[src/rtl/xmt_pkg.sv]
package xmt_pkg;
  localparam int CNT_W = 5;
  localparam int ON_W  = 4;

  typedef struct packed {
    logic [ON_W-1:0]  on_t;
    logic [CNT_W-1:0] rd_off;
    logic [CNT_W-1:0] wr_off;
  } win_cfg_t;

  function automatic win_cfg_t unpack_win(input logic [31:0] w);
    win_cfg_t r;
    r.on_t   = w[3:0];
    r.rd_off = w[12:8];
    r.wr_off = w[20:16];
    return r;
  endfunction
endpackage

[src/rtl/xmt_tick_counter.sv]
module xmt_tick_counter #(
  parameter int CNT_W = 5
) (
  input  logic             clk,
  input  logic             rst_n,
  input  logic             start_i,
  input  logic             is_write_i,
  input  logic [CNT_W-1:0] rd_len_i,
  input  logic [CNT_W-1:0] wr_len_i,
  output logic             busy_o,
  output logic             dir_wr_o,
  output logic [CNT_W-1:0] cnt_o,
  output logic             done_o
);
  logic [CNT_W-1:0] len;

  assign len    = dir_wr_o ? wr_len_i : rd_len_i;
  assign done_o = busy_o && (cnt_o == len);

  always_ff @(posedge clk or negedge rst_n) begin
    if (!rst_n) begin
      busy_o   <= 1'b0;
      dir_wr_o <= 1'b0;
      cnt_o    <= '0;
    end else if (!busy_o) begin
      if (start_i) begin
        busy_o   <= 1'b1;
        dir_wr_o <= is_write_i;
        cnt_o    <= '0;
      end
    end else if (done_o) begin
      busy_o <= 1'b0;
      cnt_o  <= '0;
    end else begin
      cnt_o <= cnt_o + 1'b1;
    end
  end

  // while an access runs, the count only advances, whatever start does
  p_count_advances_r9: assert property (@(posedge clk) disable iff (!rst_n)
    (busy_o && !done_o) |=> (busy_o && cnt_o == $past(cnt_o) + 1'b1));
  // done lasts one cycle and the engine is idle afterwards
  p_done_single_r7: assert property (@(posedge clk) disable iff (!rst_n)
    done_o |=> (!busy_o && !done_o));
  // an idle start opens an access at tick 0
  p_start_tick0_r2: assert property (@(posedge clk) disable iff (!rst_n)
    (!busy_o && start_i) |=> (busy_o && cnt_o == '0));
endmodule

[src/rtl/xmt_strobe_window.sv]
module xmt_strobe_window #(
  parameter int CNT_W = 5,
  parameter int ON_W  = 4
) (
  input  logic             clk,
  input  logic             rst_n,
  input  logic             busy_i,
  input  logic             allow_i,
  input  logic [CNT_W-1:0] cnt_i,
  input  logic [ON_W-1:0]  on_i,
  input  logic [CNT_W-1:0] off_i,
  output logic             strobe_n_o
);
  logic in_win;

  assign in_win     = (cnt_i >= CNT_W'(on_i)) && (cnt_i < off_i);
  assign strobe_n_o = !(busy_i && allow_i && in_win);

  // a window with on >= off never opens
  p_empty_window_r11: assert property (@(posedge clk) disable iff (!rst_n)
    (CNT_W'(on_i) >= off_i) |-> strobe_n_o);
endmodule

[src/rtl/xmt_bus_clk_div.sv]
module xmt_bus_clk_div #(
  parameter int DIV_W = 2
) (
  input  logic             clk,
  input  logic             rst_n,
  input  logic             busy_i,
  input  logic             sync_i,
  input  logic [DIV_W-1:0] div_m1_i,
  output logic             tick_o
);
  logic [DIV_W-1:0] phase;

  always_ff @(posedge clk or negedge rst_n) begin
    if (!rst_n) begin
      phase <= '0;
    end else if (!busy_i || phase == div_m1_i) begin
      phase <= '0;
    end else begin
      phase <= phase + 1'b1;
    end
  end

  assign tick_o = busy_i && sync_i && (phase == '0);

  // with a ratio above one, ticks are never adjacent
  p_tick_spacing_r10: assert property (@(posedge clk) disable iff (!rst_n)
    (tick_o && div_m1_i != '0 && $stable(div_m1_i)) |=> !tick_o);
endmodule

[src/rtl/xmem_strobe_timer.sv]
module xmem_strobe_timer
  import xmt_pkg::*;
(
  input  logic        clk,
  input  logic        rst_n,
  input  logic        start_i,
  input  logic        is_write_i,
  input  logic [31:0] cfg1_i,
  input  logic [31:0] cfg2_i,
  input  logic [31:0] cfg3_i,
  input  logic [31:0] cfg4_i,
  input  logic [31:0] cfg5_i,
  output logic        cs_n_o,
  output logic        adv_n_o,
  output logic        oe_n_o,
  output logic        we_n_o,
  output logic        capture_o,
  output logic        done_o,
  output logic        bus_clk_tick_o
);
  localparam int NSTB = 4;

  logic             busy, dir_wr;
  logic [CNT_W-1:0] cnt;
  win_cfg_t         cs_w, adv_w;
  logic [ON_W-1:0]  on_v  [NSTB];
  logic [CNT_W-1:0] off_v [NSTB];
  logic [NSTB-1:0]  allow_v, stb_n;

  assign cs_w  = unpack_win(cfg2_i);
  assign adv_w = unpack_win(cfg3_i);

  assign on_v[0]  = cs_w.on_t;
  assign off_v[0] = dir_wr ? cs_w.wr_off : cs_w.rd_off;
  assign allow_v[0] = 1'b1;
  assign on_v[1]  = adv_w.on_t;
  assign off_v[1] = dir_wr ? adv_w.wr_off : adv_w.rd_off;
  assign allow_v[1] = 1'b1;
  assign on_v[2]  = cfg4_i[3:0];
  assign off_v[2] = cfg4_i[12:8];
  assign allow_v[2] = !dir_wr;
  assign on_v[3]  = cfg4_i[19:16];
  assign off_v[3] = cfg4_i[28:24];
  assign allow_v[3] = dir_wr;

  xmt_tick_counter #(.CNT_W(CNT_W)) u_cnt (
    .clk        (clk),
    .rst_n      (rst_n),
    .start_i    (start_i),
    .is_write_i (is_write_i),
    .rd_len_i   (cfg5_i[4:0]),
    .wr_len_i   (cfg5_i[12:8]),
    .busy_o     (busy),
    .dir_wr_o   (dir_wr),
    .cnt_o      (cnt),
    .done_o     (done_o)
  );

  for (genvar g = 0; g < NSTB; g++) begin : g_stb
    xmt_strobe_window #(.CNT_W(CNT_W), .ON_W(ON_W)) u_win (
      .clk        (clk),
      .rst_n      (rst_n),
      .busy_i     (busy),
      .allow_i    (allow_v[g]),
      .cnt_i      (cnt),
      .on_i       (on_v[g]),
      .off_i      (off_v[g]),
      .strobe_n_o (stb_n[g])
    );
  end

  assign cs_n_o  = stb_n[0];
  assign adv_n_o = stb_n[1];
  assign oe_n_o  = stb_n[2];
  assign we_n_o  = stb_n[3];

  assign capture_o = busy && !dir_wr && (cnt == cfg5_i[20:16]);

  xmt_bus_clk_div #(.DIV_W(2)) u_div (
    .clk      (clk),
    .rst_n    (rst_n),
    .busy_i   (busy),
    .sync_i   (dir_wr ? cfg1_i[9] : cfg1_i[8]),
    .div_m1_i (cfg1_i[1:0]),
    .tick_o   (bus_clk_tick_o)
  );

  // every strobe is released on the cycle after done
  p_idle_after_done_r7: assert property (@(posedge clk) disable iff (!rst_n)
    done_o |=> (cs_n_o && adv_n_o && oe_n_o && we_n_o && !capture_o));
  // output enable and write enable are never low together
  p_oe_we_exclusive_r5: assert property (@(posedge clk) disable iff (!rst_n)
    !(!oe_n_o && !we_n_o));
  // capture only happens in a read, so write enable stays high
  p_capture_read_r8: assert property (@(posedge clk) disable iff (!rst_n)
    capture_o |-> we_n_o);
endmodule

[config.mk]
export PLATFORM = sky130hd
export DESIGN_NAME = xmem_strobe_timer
export DESIGN_NICKNAME = d
export VERILOG_FILES = /design/src/rtl/xmt_pkg.sv /design/src/rtl/xmt_tick_counter.sv /design/src/rtl/xmt_strobe_window.sv /design/src/rtl/xmt_bus_clk_div.sv /design/src/rtl/xmem_strobe_timer.sv
export SDC_FILE = /design/constraint.sdc
export NUM_CORES = 1
export LEC_CHECK = 0
export ABC_AREA = 1
export BUFFER_PORTS_ARGS = -buffer_cell sky130_fd_sc_hd__buf_4
export CAP_MARGIN = 20
export CORE_ASPECT_RATIO = 1.1
export CORE_UTILIZATION = 41
export DETAILED_ROUTE_END_ITERATION = 10
export PLACE_DENSITY = 0.95
export SLEW_MARGIN = 30
export SYNTH_ARGS = -nofsm -noshare
export SYNTH_HDL_FRONTEND = slang
export SYNTH_HIERARCHICAL = 1
export SYNTH_SLANG_ARGS = --single-unit
[constraint.sdc]
create_clock -name clk -period 4.2 [get_ports clk]
set_clock_uncertainty 0.1 [all_clocks]
set_input_delay 1.05 -clock clk [delete_from_list [all_inputs] [get_ports clk]]
set_output_delay 1.05 -clock clk [all_outputs]
set_load 0.02 [all_outputs]
* Word level (Yosys, flattened, before mapping)
Index checks and enable logic that the tools add are counted.
** Storage, ports and cells
- Logic and storage cells :: 53
- Input port bits :: 164
- Memories kept :: 0
- Memory bits (writable) :: 0
- Bits in read-only memories :: 0
- Register bits after elaboration :: 9
- Latch bits :: 0
** Cells by class
- Equal/unequal tests :: 3
- Bitwise operators :: 1
- Multiply operators :: 0
- Divide/modulo/power cells :: 0
- Shifts and indexed selects :: 0
- $lt $le $gt $ge :: 8
- Reduce and logical (&&, ||, !) cells :: 24
- Muxes and demuxes :: 11
- Add/subtract/negate cells :: 2
** Operators with widths (number)
- $mux W5 :: 6
- $ge A5 B4 Y1 :: 4
- $lt A5 B5 Y1 :: 4
- $logic_and A1 B1 Y1 :: 14
- $eq A5 B5 Y1 :: 2
- $logic_not A1 Y1 :: 6
- $add A5 B1 Y5 const B :: 1
- $mux W1 :: 4
- $add A2 B1 Y2 const B :: 1
- $eq A2 B2 Y1 :: 1
- $logic_not A2 Y1 :: 1
- $mux W2 :: 1
- $reduce_and A2 Y1 :: 1
- $reduce_bool A2 Y1 :: 1
- $logic_or A1 B1 Y1 :: 1
- $not A1 Y1 :: 1

* Depth between registers and ports, before layout
Gate-level depths: netlist of run 1.
- Depth in word-level cells :: 5
- Depth in mapped cells :: 12

* Hierarchy
Netlist of run 1, hierarchy kept.
** By module, submodules not included
- xmt_strobe_window :: area an instance 241.5 um2, cells each 39, instances 4, seq. area each 0.0 um2
- xmt_tick_counter :: area an instance 509.2 um2, cells each 84, instances 1, seq. area each 175.2 um2
- xmem_strobe_timer :: area an instance 249.0 um2, cells each 60, instances 1, seq. area each 0.0 um2
- xmt_bus_clk_div :: area an instance 125.1 um2, cells each 19, instances 1, seq. area each 50.0 um2

* Worst setup path after synthesis of run 1
No wires, ideal clock.
- Path kind :: input to output
- From :: input port cfg3_i[18]
- To :: output port adv_n_o
- Slack :: 1.178 ns
- Arrival time :: 1.872 ns
- Stages on the path :: 8
- Path buffers :: 0
- Cells stage by stage :: nand2_1 -> nand2_1 -> inv_1 -> ha_1 -> a21oi_1 -> nand2_1 -> a21oi_2 -> nand2_1
** RTL lines
- start, declared :: line xmem_strobe_timer.sv:10 : input logic [31:0] cfg3_i,
- end, declared :: line xmem_strobe_timer.sv:14 : output logic adv_n_o,

==> impl_metrics.json, run 1 <==
{
  "drv_slew": 0,
  "root_buffer": "clkbuf_8",
  "seq_area_frac_synth_pct": 12.2,
  "crit_fanout": 2,
  "clkPwrFrac_pct": 7.3,
  "tritoncts_num_sinks": 9,
  "synthToLayoutAreaGrowth_pct": 36.1,
  "synth-async-reset-ratio_pct": 100,
  "ys_top_cells_by_count": "145 x nand2_1, 65 x inv_1, 34 x ha_1",
  "vias_per_cell": 4.64,
  "cts.repair.resized": 0,
  "worst_pin_slew_ps": 692,
  "cp-start-kind": "primary input",
  "die_y_um": 72.4,
  "path_cells": "buf_4 -> nand2_1 -> nand2_1 -> inv_1 -> ha_1 -> a21oi_1 -> nand2_1 -> a21oi_2 -> nand2_1 -> buf_4",
  "coreArea_sq_um": 4320,
  "p_int_uw": 612,
  "period_share_pct": 78.5,
  "cts-hold-fix-buffers": 0,
  "yosys_most_used_dff": "dfrtp_1",
  "antenna_cells": 0,
  "clk_path_buf_depth": 2,
  "synth_top_area_share_pct": 29.4,
  "swShare_pct": 54.1,
  "worstPathArrival_ps": 2140,
  "synth.distinct_cells": 19,
  "clk_pin_slew_worst_paths_ps": 40,
  "htree_levels": 1,
  "port_buffers": 75,
  "synth_edf_count": 0,
  "power_leakage_nw": 1.64,
  "firstDrtPassIters": 4,
  "die_width_um": 66.0,
  "grt_antenna_before_repair": 0,
  "cts_tree": "built",
  "relSlewSlack_pct": 53.8,
  "dp_hpwl_mm": 3.64,
  "clock.fmax_mhz": 303,
  "fin_crit_ps": 3290,
  "numCtsBuffers": 3,
  "worstSetupEndpointType": "output port",
  "critical-path-max-stage-delay_ps": 280,
  "cp.required_ps": 3050,
  "post_cts_buffers": 0,
  "wl_per_cell_um": 10.1,
  "setup_violations": 0,
  "hold_violations": 0,
  "grt_max_degree": 21,
  "peakVddDrop_mv": 0.300,
  "synth_most_common_cell": "nand2_1",
  "syn_area_sq_um": 1850,
  "ys_ff_latch": 9,
  "initial_core_util_pct": 42.8,
  "reg2reg_depth": 6,
  "via_count": 2096,
  "drc": 0,
  "pwr-share-comb_pct": 72.2,
  "powerDensity_nw_per_um2": 529,
  "synth_cells": 319,
  "rows": 25,
  "grt_pass1_wl_mm": 7.58,
  "first_iter_violations": 79,
  "synthTopCellsByArea": "nand2_1 29%, ha_1 23%, inv_1 13%",
  "place_congestion": 0.794,
  "holdPathStages": 1,
  "grt_pass1_vias": 2009,
  "ant_nets": 0,
  "grt_setup_unrepaired": "false",
  "ys_warn_count": 6,
  "die_area_sq_um": 4780,
  "wirelength_mm": 4.58,
  "outcome": "finished, final reports clean",
  "setup_tns_ps": 0,
  "synth.avg_cell_area_sq_um": 5.80,
  "grt_overflow_total": 0,
  "crit_top_cell": "nand2_1",
  "drv_cap": 0,
  "cp_slowest_cell": "ha_1",
  "final_area_sq_um": 2520,
  "grt_usage_pct": 19.8,
  "power_frac_seq_pct": 20.6,
  "worstSetupPathType": "primary input to output port",
  "clock_latency_ps": 230,
  "top_level_ports": 171,
  "switchingPower_uw": 720,
  "min_path_type": "register to register",
  "yosysTopAreaCell": "nand2_1",
  "placed_area_sq_um": 2470,
  "fin_nets": 597,
  "final_layout_size_suffix_gt1_share_pct": 24.6
}
layer usage:
layer / up-vias / GRT usage (%) / routed length (um)
met5: - / 0 / 0
met4: 0 / 7.57 / 56
met3: 6 / 2.20 / 208
met2: 57 / 38.9 / 2440
met1: 923 / 20.9 / 1880
li1: 1110 / - / -
power groups by stage:
| stage | logic, mW | clock network [mW] | registers [mW] |
|---|---|---|---|
| 2_1_floorplan | 0.733 | 0 | 0.235 |
| 3_3_place_gp | 0.905 | 0 | 0.276 |
| 3_5_place_dp | 0.960 | 0 | 0.280 |
| 4_1_cts | 0.965 | 0.100 | 0.278 |
| 5_1_grt | 1.13 | 0.106 | 0.292 |
| 6_report | 0.961 | 0.0970 | 0.274 |
cells in the final DEF, fill, tap and decap left out, drive strengths merged:
cell type,synthesis,routed
dfrtp,9,9
ha,34,34
buf,2,76
clkinv,4,4
inv,70,70
conb,1,2
nand3,8,8
xnor2,3,3
nor2,17,17
nand4,4,4
and3,1,1
a21oi,16,16
o21ai,2,2
clkbuf,0,4
nand2,148,148
registers in the layout, summed over array words and instances (netlist names):
register and flops:
u_cnt/busy_o 1, u_cnt/cnt_o 5, u_cnt/dir_wr_o 1, u_div/phase 2
worst max-delay path, delay by kind of cell:
kind                     cells  cell delay [ps]
buffers and inverters        3              260
adder cells (fa/ha/maj)      1              280
AO/OA/AOI/OAI                2              270
AND/OR/NAND/NOR              4              270
area by class of cell:
class | instances | area (sq um)
well taps | 54 | 67.6
fillers | 424 | 1800
flip-flops and latches | 9 | 225
inverters | 74 | 278
repair buffers | 76 | 571
multi-input cells | 235 | 1330
clock buffers | 4 | 45.0
through the flow:
step / hold WS (ps) / utilization [%] / instances / worst slack, ps / power [mW]
global route: 383 / 58.3 / 452 / 794 / 1.52
finish: 366 / 58.3 / 452 / 905 / 1.33
detailed placement: 361 / 57.3 / 448 / 910 / 1.24
CTS: 369 / 58.3 / 452 / 907 / 1.34
global placement: 343 / 57.3 / 448 / 961 / 1.18
floorplan: 322 / - / 320 / 1180 / 0.968
cell families (layout without fill, tap and decap cells):
logic type                 count (synthesis)  count (layout)  share of synthesized area [%]
buffers and inverters                     76             154                           16.0
xor gates and xnor gates                   3               3                           1.42
adders and majority gates                 34              34                           23.0
and+or+nand+nor                          178             178                           41.3
DFF                                        9               9                           12.2
other                                      1               2                          0.203
AOI/OAI and AO/OA                         18              18                           5.89
path summary, 6_finish.rpt:
| check | from | to | slack (ps) |
|---|---|---|---|
| worst min-delay path | u_div/phase[0]$_DFF_PN0_ | u_div/phase[0]$_DFF_PN0_ | 370 |
| worst min register to register | u_div/phase[0]$_DFF_PN0_ | u_div/phase[0]$_DFF_PN0_ | 370 |
| worst max register to register | u_cnt/cnt_o[1]$_DFFE_PN0P_ | u_cnt/cnt_o[4]$_DFFE_PN0P_ | 2420 |
| min in group asynchronous | rst_n | u_cnt/busy_o$_DFF_PN0_ | 540 |
| worst max-delay path | cfg3_i[10] | adv_n_o | 910 |
| max in group asynchronous | rst_n | u_cnt/cnt_o[3]$_DFFE_PN0P_ | 3330 |
No activity file was read; power rests on OpenSTA's default activity.
==> inputs of run 2 (changes only) <==
Settings changed: ABC_AREA 1 to 0, CORE_UTILIZATION 41 to 32, PLACE_DENSITY 0.95 to 0.87.
Clock period 4.2 ns to 2.8 ns, I/O delays scaled along.
==> run 2 against run 1 <==
  * The run now ends with negative setup slack left
  * Sequential power rose by 39%
  * Routed wire length rose by 15%
  * Combinational power rose by 110%
  * Register-to-register slack got worse by 1600 ps
  * Sequential share of layout area fell by 0.31 points
==> impl_metrics.json, run 2 <==
{
  "clk_path_buf_depth": 2,
  "clock_latency_ps": 230,
  "port_buffers": 75,
  "clk_pin_slew_worst_paths_ps": 40,
  "tritoncts_num_sinks": 9,
  "ys_warn_count": 6,
  "ant_nets": 0,
  "drc": 0,
  "largest_reg_flops": 5,
  "final_common_cell": "buf_4",
  "seq_area_frac_synth_pct": 14.0,
  "top_level_ports": 171,
  "synth_top_area_share_pct": 26.5,
  "drv_cap": 0,
  "power_leakage_nw": 1.35,
  "crit_fanout": 1,
  "grt_antenna_before_repair": 0,
  "antenna_cells": 0,
  "regMostFlops": "u_cnt/cnt_o",
  "syn_area_sq_um": 1610,
  "via_count": 1709,
  "synth.avg_cell_area_sq_um": 8.74,
  "first_iter_violations": 40,
  "fin_nets": 480,
  "vias_per_cell": 5.07,
  "worstSetupPathType": "primary input to output port",
  "dp_hpwl_mm": 3.62,
  "p_int_mw": 1.41,
  "synth.distinct_cells": 34,
  "die_y_um": 76.3,
  "clkPwrFrac_pct": 5.9,
  "powerDensity_nw_per_um2": 946,
  "coreArea_sq_um": 4750,
  "synthTopCellsByArea": "ha_1 26%, dfrtp_1 14%, inv_1 8.4%",
  "root_buffer": "clkbuf_8",
  "period_share_pct": 102,
  "placed_area_sq_um": 2320,
  "numCtsBuffers": 3,
  "reg_top3": "u_cnt/cnt_o (5), u_div/phase (2)",
  "worstPathArrival_ps": 2060,
  "outcome": "complete, but fails checks",
  "grt_setup_unrepaired": "true",
  "post-place-ws_ps": -175,
  "drv_slew": 0,
  "pwr-share-comb_pct": 79.1,
  "ys_ff_latch": 9,
  "wirelength_mm": 5.29,
  "synth_most_common_cell": "inv_1",
  "grt_pass1_wl_mm": 8.36,
  "die_width_um": 69.6,
  "setup_violations": 2,
  "grt_usage_pct": 19.5,
  "synth_cells": 184,
  "switchingPower_mw": 1.13,
  "cts_tree": "built",
  "cp-start-kind": "primary input",
  "synth-async-reset-ratio_pct": 100,
  "initial_core_util_pct": 33.9,
  "htree_levels": 1,
  "final_area_sq_um": 2680,
  "clock.fmax_mhz": 350,
  "ys_top_cells_by_count": "36 x inv_1, 34 x ha_1, 11 x mux2_2",
  "worst_slack_ps": -55.8,
  "place_congestion": 0.821,
  "yosys_most_used_dff": "dfrtp_1",
  "violations": "negative setup slack",
  "grt_max_degree": 17,
  "fin_crit_ps": 2860,
  "die_area_sq_um": 5310,
  "grt_overflow_total": 0,
  "firstDrtPassIters": 4,
  "hold_violations": 0,
  "yosysTopAreaCell": "ha_1",
  "worstSetupEndpointType": "output port",
  "cp.required_ps": 2000,
  "power_mw": 2.54,
  "final_layout_size_suffix_gt1_share_pct": 55.2,
  "synthToLayoutAreaGrowth_pct": 66.8,
  "min_path_type": "primary input to async pin",
  "synth_edf_count": 0,
  "grt_pass1_vias": 1801,
  "peakVddDrop_mv": 0.549,
  "layout_common_cells": "91 x buf_4, 30 x inv_1, 24 x ha_1, 9 x nand2b_1, 8 x xnor2_1",
  "rows": 26,
  "swShare_pct": 44.6,
  "power_frac_seq_pct": 15.0,
  "wl_per_cell_um": 15.7
}
## run 2: changes by cell type after synthesis, moves of 6 or more
cell / previous run / this run
nand2_1: 145 / 6
nand3_1: 8 / 2
nor2_1: 15 / 3
mux2_2: 0 / 11
nand2b_1: 0 / 9
inv_1: 65 / 36
## run 2: worst paths after layout
kind,cells after the start,end,from,slack [ps]
setup / recovery,8,adv_n_o,cfg3_i[9],-60
hold / removal,1,u_div/phase[1]$_DFF_PN0_,rst_n,180
setup reg to reg,8,u_cnt/cnt_o[3]$_DFFE_PN0P_,u_cnt/dir_wr_o$_DFFE_PN0P_,840
hold reg to reg,2,u_div/phase[0]$_DFF_PN0_,u_div/phase[0]$_DFF_PN0_,470
max in group asynchronous,1,u_cnt/cnt_o[0]$_DFFE_PN0P_,rst_n,2270
min in group clk,2,u_div/phase[0]$_DFF_PN0_,u_div/phase[0]$_DFF_PN0_,470
## run 2: per-layer routing
layer	up-vias	track usage, %	routed length [um]
met3	6	3.70	343
met1	787	21.7	2050
met2	69	37.4	2830
li1	847	-	-
met5	-	0	0
met4	0	4.69	56
## run 2: cell type report
type | count | area, sq um
well taps | 56 | 70.1
repair buffers | 96 | 752
fillers | 423 | 2070
inverters | 36 | 138
multi-input cells | 136 | 1450
flip-flops and latches | 9 | 231
clock buffers | 4 | 45.0
## run 2: timing repair
action | in CTS | in global routing
endpoints found under the setup margin | 4 | 5
pin swaps | 6 | 6
setup buffers | 6 | 1
gates resized for setup | 38 | 18
hold buffers | 0 | 0
## run 2: kinds of logic after synthesis
logic type	count (synthesis)	synth area share, %
buf+inv	40	10.5
other cells	1	0.233
compound gates	36	17.4
simple gates	35	13.3
flops	9	14.0
mux	17	11.5
fa+ha+maj	34	26.5
xor+xnor	12	6.54
## run 2: through the flow
step	cells	hold slack [ps]	util [%]	TNS (ps)
after detailed placement	326	429	48.8	-301
after floorplan	185	304	-	0
final	337	180	56.5	-109
after CTS	336	183	54.6	-59.7
after global placement	326	431	48.8	-139
after global routing	337	186	56.5	-333
## run 2: power groups by stage
stage / clock network, mW / registers [mW] / logic, mW
2_1_floorplan: 0 / 0.350 / 0.964
3_3_place_gp: 0 / 0.377 / 1.41
3_5_place_dp: 0 / 0.379 / 1.48
4_1_cts: 0.151 / 0.384 / 1.84
5_1_grt: 0.159 / 0.400 / 2.19
6_report: 0.149 / 0.381 / 2.01
## run 2: critical path, stage by stage
cell,delay (ps)
buf_4,110
mux2_4,270
inv_2,70
ha_4,190
a211o_1,310
o2111ai_2,70
o311ai_2,150
buf_4,190
==> inputs of run 3 (changes only) <==
Settings changed: SETUP_SLACK_MARGIN set to 0.2.
==> run 3 against run 2 <==
  * The flow still finishes with violations (negative setup slack)
  * Highest routed layer unchanged
  * Combinational power rose by 13%
  * Register-to-register slack got worse by 40 ps
  * Non-clock buffer count rose by 9
  * Global-route usage fell by 1.2 points
  * Worst hold slack improved by 6.0 ps
  * First-iteration DRC count rose by 43%
  * Critical path type unchanged
  * Sequential power fell by 13%
  * Design area rose by 7.3%
  * Flip-flop and latch count did not move
==> impl_metrics.json, run 3 (same netlist as run 2, synthesis figures left out) <==
{
  "cp-start-kind": "primary input",
  "worstPathArrival_ps": 2020,
  "grt_overflow_total": 0,
  "top_usage_layer": "met2",
  "hold_slack_ps": 186,
  "die_y_um": 76.3,
  "firstDrtPassIters": 4,
  "grt_use_met3_pct": 2.91,
  "setup_violations": 3,
  "numCtsBuffers": 3,
  "die_width_um": 69.6,
  "top_level_ports": 171,
  "place_congestion": 0.834,
  "grt_setup_unrepaired": "true",
  "wl_per_cell_um": 15.3,
  "final_common_cell": "buf_4",
  "largest_reg_flops": 5,
  "root_buffer": "clkbuf_8",
  "drv_cap": 0,
  "grt_pass1_vias": 1760,
  "drc": 0,
  "grt_max_degree": 14,
  "worstSetupPathType": "primary input to output port",
  "wirelength_mm": 5.30,
  "powerDensity_nw_per_um2": 961,
  "coreArea_sq_um": 4750,
  "initial_core_util_pct": 33.9,
  "via_count": 1778,
  "fin_nets": 489,
  "hold_violations": 0,
  "power_leakage_nw": 1.39,
  "clk_path_buf_depth": 2,
  "worst_slack_ps": -20.7,
  "tritoncts_num_sinks": 9,
  "clock.fmax_mhz": 355,
  "rows": 26,
  "htree_levels": 1,
  "grt_antenna_before_repair": 0,
  "drv_slew": 0,
  "period_share_pct": 101,
  "peakVddDrop_mv": 0.627,
  "violations": "negative setup slack",
  "regArea_sq_um": 230,
  "worstSetupEndpointType": "output port",
  "crit_fanout": 2,
  "port_buffers": 75,
  "clk_pin_slew_worst_paths_ps": 40,
  "num-fill-cells": 394,
  "cts_tree": "built",
  "reg_top3": "u_cnt/cnt_o (5), u_div/phase (2)",
  "final_layout_size_suffix_gt1_share_pct": 61.0,
  "vias_per_cell": 5.14,
  "grt_usage_pct": 18.3,
  "layout_common_cells": "94 x buf_4, 25 x inv_1, 19 x ha_1, 12 x ha_4",
  "met2_usage_pct": 35.6,
  "multi_input_area_sq_um": 1560,
  "outcome": "complete, but fails checks",
  "dp_hpwl_mm": 3.53,
  "fin_crit_ps": 2820,
  "min_path_type": "primary input to async pin",
  "use_met1_pct": 20.6,
  "regMostFlops": "u_cnt/cnt_o",
  "cp.required_ps": 2000,
  "antenna_cells": 0,
  "clock_latency_ps": 230,
  "grt_pass1_wl_mm": 7.91,
  "ant_nets": 0,
  "power_mw": 2.76,
  "synthToLayoutAreaGrowth_pct": 78.9,
  "first_iter_violations": 57,
  "die_area_sq_um": 5310
}
-- run 3: cell types whose count changed in the layout (fill, tap and decap cells not counted), moves of 2 or more --
cell	before	now
buf_6	3	8
ha_1	24	19
inv_1	30	25
ha_4	6	12
buf_4	91	94
a2111oi_1	2	0
inv_2	5	9
-- run 3: routing by layer --
metal,share of wire (%),wire length [um]
met4,0.64,34
met1,40,2130
met3,5.3,279
met2,54,2860
met5,0,0
-- run 3: cell type report --
type / count / area share [%]
inverter: 36 / 4.87
timing repair buffer: 105 / 29.1
tap: 56 / 2.44
sequential: 9 / 8.00
clock buffer: 4 / 1.57
multi-input combinational: 136 / 54.1
-- run 3: worst paths after layout --
path / start / endpoint / slack (ps) / depth (start not counted)
hold / removal: rst_n / u_cnt/cnt_o[1]$_DFFE_PN0P_ / 190 / 1
max in group asynchronous: rst_n / u_cnt/cnt_o[3]$_DFFE_PN0P_ / 2260 / 1
setup / recovery: cfg3_i[2] / adv_n_o / -20 / 8
hold reg to reg: u_div/phase[0]$_DFF_PN0_ / u_div/phase[0]$_DFF_PN0_ / 470 / 2
setup reg to reg: u_cnt/dir_wr_o$_DFFE_PN0P_ / u_cnt/cnt_o[1]$_DFFE_PN0P_ / 800 / 9
min in group clk: u_div/phase[0]$_DFF_PN0_ / u_div/phase[0]$_DFF_PN0_ / 470 / 2
-- run 3: through the flow --
step           cells  instance area (sq um)  setup slack [ps]  setup TNS (ps)  utilization, %
2_1_floorplan    185                   1640               218               0               -
3_3_place_gp     325                   2330             -27.4           -37.9            49.1
3_5_place_dp     325                   2330             -66.0            -121            49.1
4_1_cts          339                   2620             -30.1           -37.6            55.1
5_1_grt          346                   2880             -60.9            -150            60.6
6_report         346                   2880             -20.7           -34.7            60.6
-- run 3: worst max-delay path, stage by stage --
cell	delay, ps
buf_4	80
inv_2	30
ha_2	160
or4_4	550
a21oi_4	160
a2111oi_4	70
o311ai_2	80
buf_4	190
-- run 3: power breakdown --
part	internal, mW	switching (mW)	total [mW]
combinational	1.24	1.04	2.28
sequential	0.205	0.126	0.331
clock	0.0991	0.0496	0.149
-- run 3: repair_timing --
item | CTS | global route
gates resized for setup | 34 | 43
hold buffers | 0 | 0
endpoints found under the setup margin | 5 | 5
pin swaps | 17 | 19
setup buffers | 10 | 7
